## src/rtl/wdt_pkg.sv

```systemverilog
package wdt_pkg;
   localparam int unsigned KEY_W       = 4;
   localparam logic [3:0]  REFRESH_KEY = 4'b1010;
   localparam logic [3:0]  ARM_KEY     = 4'b0101;

   typedef enum logic {
      SRC_A = 1'b0,
      SRC_B = 1'b1
   } tick_src_e;

   typedef struct packed {
      logic refresh;
      logic arm;
   } key_hit_t;
endpackage

```

## src/rtl/wdt_clk_sel.sv

```systemverilog
module wdt_clk_sel #(
   parameter bit SYNC_TICKS = 1'b0
) (
   input  logic clk,
   input  logic rst_n,
   input  logic src_sel,
   input  logic standby,
   input  logic tick_a,
   input  logic tick_b,
   input  logic dbg_halt,
   input  logic dbg_freeze_en,
   output logic cnt_en
);
   import wdt_pkg::*;

   tick_src_e src;
   logic      raw_en;
   logic      frozen;

   always_comb begin
      src    = (standby || src_sel) ? SRC_B : SRC_A;
      raw_en = (src == SRC_B) ? tick_b : tick_a;
      frozen = dbg_halt && dbg_freeze_en;
   end

   generate
      if (SYNC_TICKS) begin : g_sync
         logic en_q;
         always_ff @(posedge clk or negedge rst_n) begin
            if (!rst_n) en_q <= 1'b0;
            else        en_q <= raw_en && !frozen;
         end
         assign cnt_en = en_q;
      end else begin : g_direct
         assign cnt_en = raw_en && !frozen;
      end
   endgenerate

   a_r8_standby_forces_b: assert property (@(posedge clk) disable iff (!rst_n)
      (standby && !tick_b) |-> (src == SRC_B && !raw_en));
endmodule

```

## src/rtl/wdt_key_decode.sv

```systemverilog
module wdt_key_decode #(
   parameter int unsigned DATA_W = 16
) (
   input  logic              wr_en,
   input  logic [DATA_W-1:0] wr_data,
   output wdt_pkg::key_hit_t hit
);
   import wdt_pkg::*;

   generate
      if (DATA_W < KEY_W) begin : g_bad_width
         $error("wdt_key_decode: DATA_W narrower than key field");
      end
   endgenerate

   logic [KEY_W-1:0] key_field;

   always_comb begin
      key_field   = wr_data[KEY_W-1:0];
      hit.refresh = wr_en && (key_field == REFRESH_KEY);
      hit.arm     = wr_en && (key_field == ARM_KEY);
   end

   always_comb begin
      a_r5_keys_exclusive: assert (!(hit.refresh && hit.arm));
   end
endmodule

```

## src/rtl/wdt_prescaler.sv

```systemverilog
module wdt_prescaler #(
   parameter int unsigned SEL_W      = 3,
   parameter int unsigned BASE_SHIFT = 2
) (
   input  logic             clk,
   input  logic             rst_n,
   input  logic             active,
   input  logic             clear,
   input  logic             cnt_en,
   input  logic [SEL_W-1:0] div_sel,
   output logic             tick
);
   localparam int unsigned PSC_W = BASE_SHIFT + (1 << SEL_W) - 1;

   generate
      if (SEL_W < 1 || SEL_W > 4) begin : g_bad_sel
         $error("wdt_prescaler: SEL_W out of range");
      end
      if (PSC_W < 1) begin : g_bad_psc
         $error("wdt_prescaler: prescaler width below one");
      end
   endgenerate

   logic [SEL_W-1:0] sel_q;
   logic [PSC_W-1:0] psc_cnt;
   logic [PSC_W:0]   span;
   logic [PSC_W:0]   limit;
   logic             sel_changed;
   logic             at_limit;

   always_comb begin
      span        = (PSC_W+1)'(1) << (32'(sel_q) + BASE_SHIFT);
      limit       = span - (PSC_W+1)'(1);
      sel_changed = (div_sel != sel_q);
      at_limit    = (psc_cnt == limit[PSC_W-1:0]);
      tick        = active && !clear && !sel_changed && cnt_en && at_limit;
   end

   always_ff @(posedge clk or negedge rst_n) begin
      if (!rst_n) begin
         sel_q   <= '0;
         psc_cnt <= '0;
      end else begin
         sel_q <= div_sel;
         if (!active || clear || sel_changed) psc_cnt <= '0;
         else if (cnt_en) psc_cnt <= at_limit ? '0 : psc_cnt + 1'b1;
      end
   end

   a_r9_sel_change_clears: assert property (@(posedge clk) disable iff (!rst_n)
      (div_sel != sel_q) |=> (psc_cnt == '0));
   a_r3_psc_in_range: assert property (@(posedge clk) disable iff (!rst_n)
      ({1'b0, psc_cnt} <= limit));
   a_r5_clear_resets_psc: assert property (@(posedge clk) disable iff (!rst_n)
      clear |=> (psc_cnt == '0));
endmodule

```

## src/rtl/wdt_counter.sv

```systemverilog
module wdt_counter #(
   parameter int unsigned CNT_W = 12
) (
   input  logic             clk,
   input  logic             rst_n,
   input  logic             arm_req,
   input  logic             refresh,
   input  logic             tick,
   output logic             armed,
   output logic [CNT_W-1:0] count,
   output logic             expire_pulse
);
   localparam logic [CNT_W-1:0] FULL = '1;

   generate
      if (CNT_W < 2) begin : g_bad_cnt
         $error("wdt_counter: CNT_W must be at least 2");
      end
   endgenerate

   always_ff @(posedge clk or negedge rst_n) begin
      if (!rst_n) begin
         armed        <= 1'b0;
         count        <= FULL;
         expire_pulse <= 1'b0;
      end else begin
         expire_pulse <= 1'b0;
         if (!armed) begin
            armed <= arm_req;
            count <= FULL;
         end else if (refresh) begin
            count <= FULL;
         end else if (tick) begin
            if (count == '0) begin
               count        <= FULL;
               expire_pulse <= 1'b1;
            end else begin
               count <= count - 1'b1;
            end
         end
      end
   end

   a_r2_armed_sticky: assert property (@(posedge clk) disable iff (!rst_n)
      armed |=> armed);
   a_r3_idle_full: assert property (@(posedge clk) disable iff (!rst_n)
      !armed |-> (count == FULL));
   a_r4_single_pulse: assert property (@(posedge clk) disable iff (!rst_n)
      expire_pulse |=> !expire_pulse);
   a_r4_pulse_reloads: assert property (@(posedge clk) disable iff (!rst_n)
      expire_pulse |-> (count == FULL));
   a_r6_refresh_wins: assert property (@(posedge clk) disable iff (!rst_n)
      (armed && refresh) |=> (count == FULL && !expire_pulse));
   a_r3_no_tick_holds: assert property (@(posedge clk) disable iff (!rst_n)
      (armed && !refresh && !tick) |=> $stable(count));
endmodule

```

## src/rtl/keyed_wdt.sv

```systemverilog
module keyed_wdt #(
   parameter int unsigned DATA_W     = 16,
   parameter int unsigned CNT_W      = 12,
   parameter int unsigned SEL_W      = 3,
   parameter int unsigned BASE_SHIFT = 2,
   parameter bit          SYNC_TICKS = 1'b0
) (
   input  logic              clk,
   input  logic              rst_n,
   input  logic              hw_arm,
   input  logic              wr_en,
   input  logic [DATA_W-1:0] wr_data,
   input  logic              src_sel,
   input  logic              standby,
   input  logic              tick_a,
   input  logic              tick_b,
   input  logic              dbg_halt,
   input  logic              dbg_freeze_en,
   input  logic [SEL_W-1:0]  div_sel,
   output logic              wdt_rst_pulse,
   output logic [CNT_W-1:0]  count,
   output logic              armed
);
   import wdt_pkg::*;

   key_hit_t hit;
   logic     cnt_en;
   logic     psc_tick;
   logic     arm_req;
   logic     refresh_live;

   wdt_key_decode #(.DATA_W(DATA_W)) u_keys (
      .wr_en   (wr_en),
      .wr_data (wr_data),
      .hit     (hit)
   );

   wdt_clk_sel #(.SYNC_TICKS(SYNC_TICKS)) u_clk_sel (
      .clk           (clk),
      .rst_n         (rst_n),
      .src_sel       (src_sel),
      .standby       (standby),
      .tick_a        (tick_a),
      .tick_b        (tick_b),
      .dbg_halt      (dbg_halt),
      .dbg_freeze_en (dbg_freeze_en),
      .cnt_en        (cnt_en)
   );

   assign arm_req      = hw_arm || hit.arm;
   assign refresh_live = armed && hit.refresh;

   wdt_prescaler #(.SEL_W(SEL_W), .BASE_SHIFT(BASE_SHIFT)) u_psc (
      .clk     (clk),
      .rst_n   (rst_n),
      .active  (armed),
      .clear   (refresh_live),
      .cnt_en  (cnt_en),
      .div_sel (div_sel),
      .tick    (psc_tick)
   );

   wdt_counter #(.CNT_W(CNT_W)) u_cnt (
      .clk          (clk),
      .rst_n        (rst_n),
      .arm_req      (arm_req),
      .refresh      (refresh_live),
      .tick         (psc_tick),
      .armed        (armed),
      .count        (count),
      .expire_pulse (wdt_rst_pulse)
   );

   generate
      if (!SYNC_TICKS) begin : g_freeze_chk
         a_r7_freeze_holds: assert property (@(posedge clk) disable iff (!rst_n)
            (dbg_halt && dbg_freeze_en && !hit.refresh) |=> $stable(count));
      end
   endgenerate

   a_r2_arm_key: assert property (@(posedge clk) disable iff (!rst_n)
      (hit.arm || hw_arm) |=> armed);
endmodule

```

## config.mk

```make
export PLATFORM = sky130hd
export DESIGN_NAME = keyed_wdt
export DESIGN_NICKNAME = d
export VERILOG_FILES = /design/src/rtl/wdt_pkg.sv /design/src/rtl/wdt_clk_sel.sv /design/src/rtl/wdt_key_decode.sv /design/src/rtl/wdt_prescaler.sv /design/src/rtl/wdt_counter.sv /design/src/rtl/keyed_wdt.sv
export SDC_FILE = /design/constraint.sdc
export NUM_CORES = 1
export LEC_CHECK = 0
export ABC_AREA = 1
export ABC_CLOCK_PERIOD_IN_PS = 4900
export BUFFER_PORTS_ARGS = -buffer_cell sky130_fd_sc_hd__buf_2
export CORE_MARGIN = 10
export CORE_UTILIZATION = 35
export CTS_BUF_LIST = sky130_fd_sc_hd__clkbuf_2 sky130_fd_sc_hd__clkbuf_4 sky130_fd_sc_hd__clkbuf_8
export DETAILED_ROUTE_END_ITERATION = 6
export SYNTH_ARGS = -nofsm -noshare
export SYNTH_HDL_FRONTEND = slang
export SYNTH_HIERARCHICAL = 1
export SYNTH_SLANG_ARGS = --single-unit
```

## constraint.sdc

```tcl
create_clock -name clk -period 4.9 [get_ports clk]
set_input_delay 0.49 -clock clk [delete_from_list [all_inputs] [get_ports clk]]
set_output_delay 0.49 -clock clk [all_outputs]
set_load 0.05 [all_outputs]
```

==> results of run 1 <==
worst register-to-register path, cell delays in order, from the launching register on:
cell	delay, ns
dfrtp_1	0.54
inv_2	0.13
ha_1	0.35
inv_2	0.07
nor2_1	0.19
nand2_1	0.08
nand2_1	0.05
nand2_1	0.05
nor2_1	0.09
nand2_1	0.10
nor2_2	0.10
nand3_2	0.11
nor2_1	0.19
inv_2	0.09
nand2_4	0.14
nand2_2	0.08
nor2_2	0.15
inv_2	0.08
o21ai_1	0.12
nand2_1	0.07
area by class of cell:
class	count	area (µm²)
Multi-Input combinational cell	210	1120
Timing Repair Buffer	30	150
Inverter	45	169
Tap cell	72	90.1
Clock inverter	1	30.0
Sequential cell	26	666
Fill cell	586	3210
Clock buffer	3	41.3
state kept, by name (all words and copies together), names as in the netlist:
name                cells
u_cnt/count            12
u_psc/psc_cnt           9
u_cnt/expire_pulse      1
u_cnt/armed             1
u_psc/sel_q             3
layout by cell type (no fill, tap or decap), drive strengths merged:
master | Yosys | final
o211ai | 1 | 1
a31oi | 2 | 2
nand3b | 3 | 3
nand3 | 30 | 30
inv | 45 | 45
bufinv | 0 | 1
nand2 | 96 | 96
clkbuf | 0 | 3
xnor2 | 1 | 1
dfrtp | 14 | 14
nor3 | 7 | 7
nand4 | 3 | 3
xor2 | 6 | 6
nor3b | 1 | 1
buf | 1 | 30
dfstp | 12 | 12
ha | 9 | 9
nor2 | 42 | 42
or2 | 3 | 3
o21ai | 6 | 6
cells by family (layout without fill, tap and decap cells):
group / Yosys count / count (layout) / synth area share
xor gates and xnor gates: 7 / 7 / 0.0313
DFF: 26 / 26 / 0.340
adders and majority gates: 9 / 9 / 0.0575
AOI/OAI and AO/OA: 9 / 9 / 0.0256
buffers and inverters: 46 / 79 / 0.0889
and+or+nand+nor: 185 / 185 / 0.457
final timing paths:
check / from / endpoint / slack [ns] / cells after the start
worst max-delay path: u_psc/sel_q[1] / u_cnt/count[5] / 2.07 / 19
worst min-delay path: rst_n / u_psc/psc_cnt[3] / 0.21 / 1
worst max register to register: u_psc/sel_q[1] / u_cnt/count[5] / 2.07 / 19
worst min register to register: u_cnt/count[0] / u_cnt/count[0] / 0.50 / 2
max in group asynchronous: rst_n / u_cnt/count[7] / 4.32 / 1
min in group clk: div_sel[2] / u_psc/sel_q[2] / 0.34 / 1
stage by stage:
step	setup slack, ns	utilization	power (mW)	hold slack (ns)
after floorplan	2.48	-	0.334	0.194
after detailed placement	2.08	0.401	0.368	0.490
after global routing	1.72	0.414	0.574	0.236
after global placement	2.14	0.401	0.366	0.486
final	2.07	0.414	0.543	0.205
after CTS	2.07	0.414	0.551	0.220
report_power, final:
part | internal, mW | switching, mW
clock | 0.109 | 0.0717
combinational | 0.0321 | 0.0797
sequential | 0.233 | 0.0168
total | 0.375 | 0.168
layer usage:
| metal | vias to the layer above | share of wire |
|---|---|---|
| met5 | - | 0 |
| met4 | 0 | 0.011 |
| met3 | 2 | 0.033 |
| met2 | 26 | 0.44 |
| met1 | 737 | 0.51 |
| li1 | 935 | - |
==> results.sh, run 1 <==
export IMPL_clockBufferDepth=2
export IMPL_cp_end_kind="register"
export IMPL_grt_use_total=0.0975
export IMPL_crit_top_cell="nand2_1"
export IMPL_synth_enable_flop_cells=0
export IMPL_ys_flop_type="dfrtp_1"
export IMPL_fin_setup_tns_ns=0
export IMPL_io_pins=43
export IMPL_cts_tree="yes"
export IMPL_post_cts_resized=0
export IMPL_placeableCoreArea_um2=5470
export IMPL_avgSynthCellArea_um2=6.94
export IMPL_stdcell_area_um2=2260
export IMPL_path_cells="inv_2 -> ha_1 -> inv_2 -> nor2_1 -> nand2_1 -> nand2_1 -> nand2_1 -> nor2_1 -> nand2_1 -> nor2_2 -> nand3_2 -> nor2_1 -> inv_2 -> nand2_4 -> nand2_2 -> nor2_2 -> inv_2 -> o21ai_1 -> nand2_1"
export IMPL_synth_most_common_cell="nand2_1"
export IMPL_critPathKind="register to register"
export IMPL_synth_cell_type_count=26
export IMPL_rsz0062_at_grt="no"
export IMPL_critPathTopFamily="simple AND/OR/NAND/NOR gates"
export IMPL_slew_headroom=0.617
export IMPL_clock_sinks=26
export IMPL_synth_seq_cells=26
export IMPL_cts_hold_buf=0
export IMPL_fmax_mhz=353
export IMPL_status="complete, no violations"
export IMPL_port_buffer_count=30
export IMPL_layout_min_cycle_time_ns=2.83
export IMPL_drv_slew=0
export IMPL_yosys_top_cells_area="dfrtp_1 18%, nand2_1 16%, dfstp_2 16%"
export IMPL_required_ns=5.11
export IMPL_hold_class="input pin to asynchronous set/reset pin"
export IMPL_path_clk_slew_ns=0.10
export IMPL_grt_overflow=0
export IMPL_drt_pass1_iter_count=4
export IMPL_syn_instance_count=282
export IMPL_syn_to_final_growth_pct=15.7
export IMPL_crit_arrival_ns=3.04
export IMPL_n_antenna_cell=0
export IMPL_fin_nets=354
export IMPL_cts_root_buf="clkbuf_8"
export IMPL_die_h_um=94.8
export IMPL_initial_core_util=0.358
export IMPL_grt_first_pass_wirelength_um=7360
export IMPL_placed_cells=383
export IMPL_antenna_found_initial=0
export IMPL_drtIter0Drc=113
export IMPL_h_tree_depth=1
export IMPL_synth_common_cells="85 x nand2_1, 34 x inv_1, 32 x nor2_1"
export IMPL_drv_cap=0
export IMPL_synth_top_cell_area_share=0.179
export IMPL_dp_hpwl_um=3270
export IMPL_syn_num_nets=320
export IMPL_place_congestion=0.799
export IMPL_startpoint_type="register"
export IMPL_final_hold_viol_count=0
export IMPL_vias=1700
export IMPL_postPlaceCellArea_um2=2190
export IMPL_post_cts_buffers=0
export IMPL_grtUsageMet3=0.0190
export IMPL_p_per_area_nw_per_um2=240
export IMPL_path_buf_inv=4
export IMPL_finalSetupViolCount=0
export IMPL_path_max_fanout=9
export IMPL_die_w_um=94.8
export IMPL_slowest_delay_ns=0.54
export IMPL_met1_usage=0.136
export IMPL_peakVddDrop_mv=0.103
export IMPL_finClkSkew_ns=0.00151
export IMPL_synth_largest_area_cell="dfrtp_1"
export IMPL_post_route_period_util=0.578
export IMPL_slowest_stage="dfrtp_1"
export IMPL_viasPerCell=4.39
export IMPL_cts_buffers=3
export IMPL_drcViolationCount=0
export IMPL_yosys_warnings=6
export IMPL_grt_max_degree=27
export IMPL_post_drt_wl_per_cell_um=10.6
export IMPL_ys_seq_area_frac=0.340
export IMPL_die_area_um2=8980
export IMPL_fp_row_count=27
export IMPL_antenna_left=0
export IMPL_met2_usage=0.148
export IMPL_drive_gt1_frac=0.267
export IMPL_top_usage_layer="met2"
export IMPL_worst_pin_slew_ns=0.575
export IMPL_synthArstFlopShare=1.00
export IMPL_insertion_delay_ns=0.27
export IMPL_wirelength_um=4090
export IMPL_syn_area_um2=1960
export IMPL_leakage_nw=1.22
export IMPL_grt_pass1_vias=1629
export IMPL_stdcell_count=387
No activity file was read; power rests on OpenSTA's default activity.
==> run 2: changes to the inputs <==
--- a/config.mk
+++ b/config.mk
@@ -5,8 +5,8 @@
 export SDC_FILE = /design/constraint.sdc
 export NUM_CORES = 1
 export LEC_CHECK = 0
-export ABC_AREA = 1
-export ABC_CLOCK_PERIOD_IN_PS = 4900
+export ABC_AREA = 0
+export ABC_CLOCK_PERIOD_IN_PS = 2700
 export BUFFER_PORTS_ARGS = -buffer_cell sky130_fd_sc_hd__buf_2
 export CORE_MARGIN = 10
 export CORE_UTILIZATION = 35
==> constraint.sdc (replaced) <==
create_clock -name clk -period 2.7 [get_ports clk]
set_input_delay 0.27 -clock clk [delete_from_list [all_inputs] [get_ports clk]]
set_output_delay 0.27 -clock clk [all_outputs]
set_load 0.05 [all_outputs]
==> results.sh, run 2 <==
export IMPL_status="complete, no violations"
export IMPL_fmax_mhz=379
export IMPL_die_w_um=91.8
export IMPL_final_common_cell="buf_2"
export IMPL_peakVddDrop_mv=0.237
export IMPL_drv_slew=0
export IMPL_rsz0062_at_grt="yes"
export IMPL_wirelength_um=4100
export IMPL_grt_pass1_vias=1497
export IMPL_utilization=0.472
export IMPL_cts_buffers=3
export IMPL_layout_min_cycle_time_ns=2.64
export IMPL_post_drt_wl_per_cell_um=13.4
export IMPL_die_area_um2=8420
export IMPL_largest_reg_flops=12
export IMPL_place_congestion=0.760
export IMPL_synth_enable_flop_cells=0
export IMPL_grt_overflow=0
export IMPL_synth_most_common_cell="nand2_1"
export IMPL_synth_common_cells="16 x nand2_1, 14 x dfrtp_1, 14 x xor2_1"
export IMPL_synthArstFlopShare=1.00
export IMPL_antenna_found_initial=0
export IMPL_drv_cap=0
export IMPL_cts_root_buf="clkbuf_8"
export IMPL_stdcell_area_um2=2380
export IMPL_path_clk_slew_ns=0.09
export IMPL_syn_area_um2=1800
export IMPL_hold_class="input pin to register"
export IMPL_crit_path_start="u_psc/sel_q[2]"
export IMPL_required_ns=2.89
export IMPL_yosys_top_cells_area="dfrtp_1 19%, dfstp_2 18%, xor2_1 6.8%"
export IMPL_viasPerCell=4.81
export IMPL_initial_core_util=0.357
export IMPL_die_h_um=91.8
export IMPL_layout_common_cells="30 x buf_2, 24 x buf_4, 15 x nand2_1, 14 x xor2_1"
export IMPL_grt_first_pass_wirelength_um=7050
export IMPL_fp_row_count=26
export IMPL_grt_use_total=0.0985
export IMPL_syn_num_nets=220
export IMPL_r2r_start="u_psc/sel_q[2]"
export IMPL_vias=1467
export IMPL_avgSynthCellArea_um2=9.90
export IMPL_finClkSkew_ns=0.00413
export IMPL_io_pins=43
export IMPL_syn_to_final_growth_pct=32.2
export IMPL_crit_arrival_ns=2.83
export IMPL_multi_input_area_um2=1200
export IMPL_insertion_delay_ns=0.27
export IMPL_ys_flop_type="dfrtp_1"
export IMPL_cp_end_kind="register"
export IMPL_drive_gt1_frac=0.434
export IMPL_yosys_warnings=6
export IMPL_dp_hpwl_um=3070
export IMPL_n_antenna_cell=0
export IMPL_largest_register="u_cnt/count"
export IMPL_worst_pin_slew_ns=0.722
export IMPL_synth_top_cell_area_share=0.194
export IMPL_final_hold_viol_count=0
export IMPL_post_route_period_util=0.976
export IMPL_synth_largest_area_cell="dfrtp_1"
export IMPL_finalSetupViolCount=0
export IMPL_placeableCoreArea_um2=5040
export IMPL_startpoint_type="register"
export IMPL_fillCellCount=494
export IMPL_critPathKind="register to register"
export IMPL_leakage_nw=0.979
export IMPL_synth_seq_cells=26
export IMPL_seq_area_um2=668
export IMPL_drtIter0Drc=64
export IMPL_p_per_area_nw_per_um2=332
export IMPL_drt_pass1_iter_count=4
export IMPL_port_buffer_count=30
export IMPL_min_from="div_sel[0]"
export IMPL_path_max_fanout=6
export IMPL_slew_headroom=0.518
export IMPL_cts_tree="yes"
export IMPL_synth_cell_type_count=54
export IMPL_clock_sinks=26
export IMPL_drcViolationCount=0
export IMPL_antenna_left=0
export IMPL_fin_nets=274
export IMPL_clockBufferDepth=2
export IMPL_ys_seq_area_frac=0.369
export IMPL_postPlaceCellArea_um2=2200
export IMPL_reg_largest_list="u_cnt/count: 12 flops, u_psc/psc_cnt: 9 flops, u_psc/sel_q: 3 flops"
export IMPL_grt_max_degree=27
export IMPL_h_tree_depth=1
export IMPL_syn_instance_count=182
[run 2: changes by cell type after synthesis, sizes merged, moves of 5 or more]
cell,change
inv,-38
nand2,-80
nand3,-21
nor2,-32
nor3,-5
or3,+5
xnor2,+9
xor2,+8
[run 2: stage by stage]
stage                     hold WS (ns)  TNS (ns)  power, mW  worst slack (ns)  std cells
after floorplan                -0.0256    -0.682      0.474            -0.166        182
after global placement           0.307   -0.0632      0.522           -0.0169        297
after detailed placement         0.305    -0.219      0.524           -0.0633        297
after CTS                        0.120   -0.0188      0.786           -0.0139        304
after global routing             0.120   -0.0495      0.825           -0.0245        305
final                            0.119         0      0.790            0.0644        305
[run 2: layer usage]
| layer | track usage | part of all wire |
|---|---|---|
| met1 | 0.134 | 0.52 |
| met2 | 0.150 | 0.43 |
| met3 | 0.0228 | 0.036 |
| met4 | 0.0334 | 0.011 |
| met5 | 0 | 0 |
[run 2: where the power goes]
group          internal (mW)  leakage (nW)  switching, mW  total (mW)
registers              0.393         0.308        0.00619       0.400
logic                 0.0678         0.642         0.0654       0.133
clock network          0.131        0.0288          0.127       0.257
[run 2: area by class of cell]
| class | count | share of cell area |
|---|---|---|
| Clock buffer | 4 | 0.0231 |
| Inverter | 7 | 0.0121 |
| Multi-Input combinational cell | 143 | 0.504 |
| Sequential cell | 26 | 0.281 |
| Tap cell | 70 | 0.0368 |
| Timing Repair Buffer | 55 | 0.143 |
[run 2: path summary, 6_finish.rpt]
| kind | end | slack, ns | cells past startpoint |
|---|---|---|---|
| setup / recovery | u_cnt/count[5] | 0.06 | 11 |
| hold / removal | u_psc/sel_q[0] | 0.12 | 1 |
| setup reg to reg | u_cnt/count[5] | 0.06 | 11 |
| hold reg to reg | u_cnt/count[11] | 0.55 | 2 |
| max in group asynchronous | u_psc/sel_q[1] | 1.78 | 2 |
| min in group asynchronous | u_psc/psc_cnt[1] | 0.52 | 2 |
[run 2: worst max-delay path, stage by stage (launching register included)]
cell	delay (ns)
dfrtp_2	0.46
inv_2	0.09
ha_4	0.22
or4b_4	0.48
o311a_4	0.16
nor2_4	0.12
nor3_4	0.05
and3_4	0.20
or3b_4	0.43
nand2_4	0.10
nor3b_2	0.17
o21ai_1	0.09
[run 2: cell families (layout without fill, tap and decap cells)]
| family | Yosys count | in the layout | synth area share |
|---|---|---|---|
| fa+ha+maj | 9 | 9 | 0.0625 |
| xor+xnor | 24 | 24 | 0.117 |
| buf+inv | 14 | 66 | 0.0451 |
| compound gates | 21 | 21 | 0.0875 |
| flops | 26 | 26 | 0.369 |
| mux | 3 | 3 | 0.0194 |
| simple gates | 85 | 86 | 0.299 |
[run 2: what timing repair did]
action,4_1_cts,5_1_grt
pin swaps,5,11
gates cloned,1,0
hold buffers,1,0
endpoints found under the setup margin,9,10
hold endpoints to repair,1,0
resized for setup,5,13
buffers inserted,1,1
==> run 3: changes to the inputs <==
--- a/config.mk
+++ b/config.mk
@@ -12,6 +12,7 @@
 export CORE_UTILIZATION = 35
 export CTS_BUF_LIST = sky130_fd_sc_hd__clkbuf_2 sky130_fd_sc_hd__clkbuf_4 sky130_fd_sc_hd__clkbuf_8
 export DETAILED_ROUTE_END_ITERATION = 6
+export SETUP_SLACK_MARGIN = 0.3
 export SYNTH_ARGS = -nofsm -noshare
 export SYNTH_HDL_FRONTEND = slang
 export SYNTH_HIERARCHICAL = 1
==> results.sh, run 3 (synthesized netlist as in run 2, its figures left out) <==
export IMPL_placeableCoreArea_um2=5040
export IMPL_violations="hold timing"
export IMPL_crit_arrival_ns=2.86
export IMPL_vias=1533
export IMPL_fmax_mhz=374
export IMPL_fillCellCount=483
export IMPL_status="complete, but fails checks"
export IMPL_r2r_start="u_psc/sel_q[2]"
export IMPL_grt_max_degree=27
export IMPL_insertion_delay_ns=0.27
export IMPL_path_clk_slew_ns=0.09
export IMPL_worst_pin_slew_ns=0.706
export IMPL_layout_common_cells="30 x buf_2, 25 x buf_4, 14 x xor2_1, 13 x nand2_1, 13 x dfrtp_1"
export IMPL_slew_headroom=0.528
export IMPL_required_ns=2.89
export IMPL_layout_min_cycle_time_ns=2.67
export IMPL_cts_tree="yes"
export IMPL_postPlaceCellArea_um2=2190
export IMPL_antenna_left=0
export IMPL_p_per_area_nw_per_um2=331
export IMPL_drv_slew=0
export IMPL_rsz0062_at_grt="yes"
export IMPL_startpoint_type="register"
export IMPL_post_drt_wl_per_cell_um=13.8
export IMPL_fin_nets=276
export IMPL_hold_class="input pin to asynchronous set/reset pin"
export IMPL_drtIter0Drc=56
export IMPL_initial_core_util=0.357
export IMPL_die_area_um2=8420
export IMPL_stdcell_count=307
export IMPL_largest_reg_flops=12
export IMPL_slowest_stage="or3b_4"
export IMPL_clockBufferDepth=2
export IMPL_post_route_period_util=0.989
export IMPL_drt_pass1_iter_count=4
export IMPL_die_w_um=91.8
export IMPL_syn_to_final_growth_pct=33.4
export IMPL_rr_endpoint="u_cnt/count[5]"
export IMPL_stdcell_area_um2=2400
export IMPL_seq_area_um2=667
export IMPL_grt_first_pass_wirelength_um=7380
export IMPL_final_hold_viol_count=10
export IMPL_port_buffer_count=30
export IMPL_drv_cap=0
export IMPL_cts_root_buf="clkbuf_8"
export IMPL_largest_register="u_cnt/count"
export IMPL_h_tree_depth=1
export IMPL_critPathKind="register to register"
export IMPL_n_antenna_cell=0
export IMPL_grt_overflow=0
export IMPL_fp_row_count=26
export IMPL_ff2ff_path_depth=11
export IMPL_leakage_nw=0.995
export IMPL_fin_setup_tns_ns=0
export IMPL_cp_end_kind="register"
export IMPL_final_common_cell="buf_2"
export IMPL_grt_pass1_vias=1566
export IMPL_wirelength_um=4240
export IMPL_path_cells="buf_4 -> ha_1 -> mux2_4 -> o41ai_4 -> xnor2_2 -> nor3_4 -> and3_4 -> or3b_4 -> nand2_4 -> nor3b_2 -> o21ai_1"
export IMPL_multi_input_area_um2=1200
export IMPL_antenna_found_initial=0
export IMPL_peakVddDrop_mv=0.227
export IMPL_viasPerCell=4.99
export IMPL_slowest_delay_ns=0.43
export IMPL_r2r_slack_ns=0.03
export IMPL_reg_largest_list="u_cnt/count: 12 flops, u_psc/psc_cnt: 9 flops, u_psc/sel_q: 3 flops"
export IMPL_grt_use_total=0.101
export IMPL_drcViolationCount=0
export IMPL_hold_ws_ns=-0.00824
export IMPL_io_pins=43
export IMPL_cts_buffers=3
export IMPL_path_max_fanout=5
export IMPL_cts_hold_buf=0
export IMPL_placed_cells=296
export IMPL_place_congestion=0.719
export IMPL_finalSetupViolCount=0
export IMPL_clock_sinks=26
export IMPL_dp_hpwl_um=3020
export IMPL_die_h_um=91.8
export IMPL_drive_gt1_frac=0.451
export IMPL_finClkSkew_ns=0.00217
-- run 3: area by class of cell --
type / instances / share of cell area
Multi-Input combinational cell: 143 / 0.501
Sequential cell: 26 / 0.277
Timing Repair Buffer: 57 / 0.150
Tap cell: 70 / 0.0364
Clock buffer: 4 / 0.0229
Inverter: 7 / 0.0120
-- run 3: through the flow --
| stage | hold WS, ns | worst slack (ns) | util | power (mW) |
|---|---|---|---|---|
| 2_1_floorplan | -0.0256 | -0.166 | - | 0.474 |
| 3_3_place_gp | 0.308 | -0.0553 | 0.434 | 0.521 |
| 3_5_place_dp | 0.310 | -0.0590 | 0.434 | 0.523 |
| 4_1_cts | 0.0121 | 0.0100 | 0.457 | 0.790 |
| 5_1_grt | 0.0265 | -0.102 | 0.477 | 0.834 |
| 6_report | -0.00824 | 0.0287 | 0.477 | 0.796 |
-- run 3: repair_timing --
action,4_1_cts,5_1_grt
pin swaps,12,15
gates cloned,1,0
setup endpoints to repair,13,13
gates resized for setup,13,10
hold endpoints to repair,0,0
setup buffers,1,5
-- run 3: power breakdown --
group	switching, mW	internal [mW]	leakage, nW	total (mW)
registers	0.00531	0.393	0.309	0.399
logic	0.0697	0.0719	0.658	0.142
clock network	0.125	0.130	0.0288	0.256
-- run 3: worst max-delay path: cells and delay by family, from the launching register on --
family	cells	cell delay, ns
simple gates	5	0.97
mux	1	0.29
buf+inv	1	0.15
fa+ha+maj	1	0.22
xor+xnor	1	0.19
compound gates	2	0.37
flops	1	0.41
-- run 3: metal layers --
metal  up-vias  global-route usage  wire, µm  share of wire
met4         0              0.0193        24         0.0057
met5         -                   0         0              0
met1       737               0.129      2070           0.49
li1        767                   -         -              -
met2        25               0.168      1980           0.47
met3         4              0.0253       176          0.041
-- run 3: worst max-delay path by stage --
stage	from	to	slack (ns)
global placement	u_psc/sel_q[1]	u_cnt/count[10]	-0.06
CTS	u_psc/sel_q[1]	u_cnt/count[6]	0.01
detailed placement	u_psc/sel_q[1]	u_cnt/count[8]	-0.06
finish	u_psc/sel_q[2]	u_cnt/count[5]	0.03
floorplan	u_psc/sel_q[1]	u_cnt/count[11]	-0.17
global route	u_psc/sel_q[1]	u_cnt/count[7]	-0.10
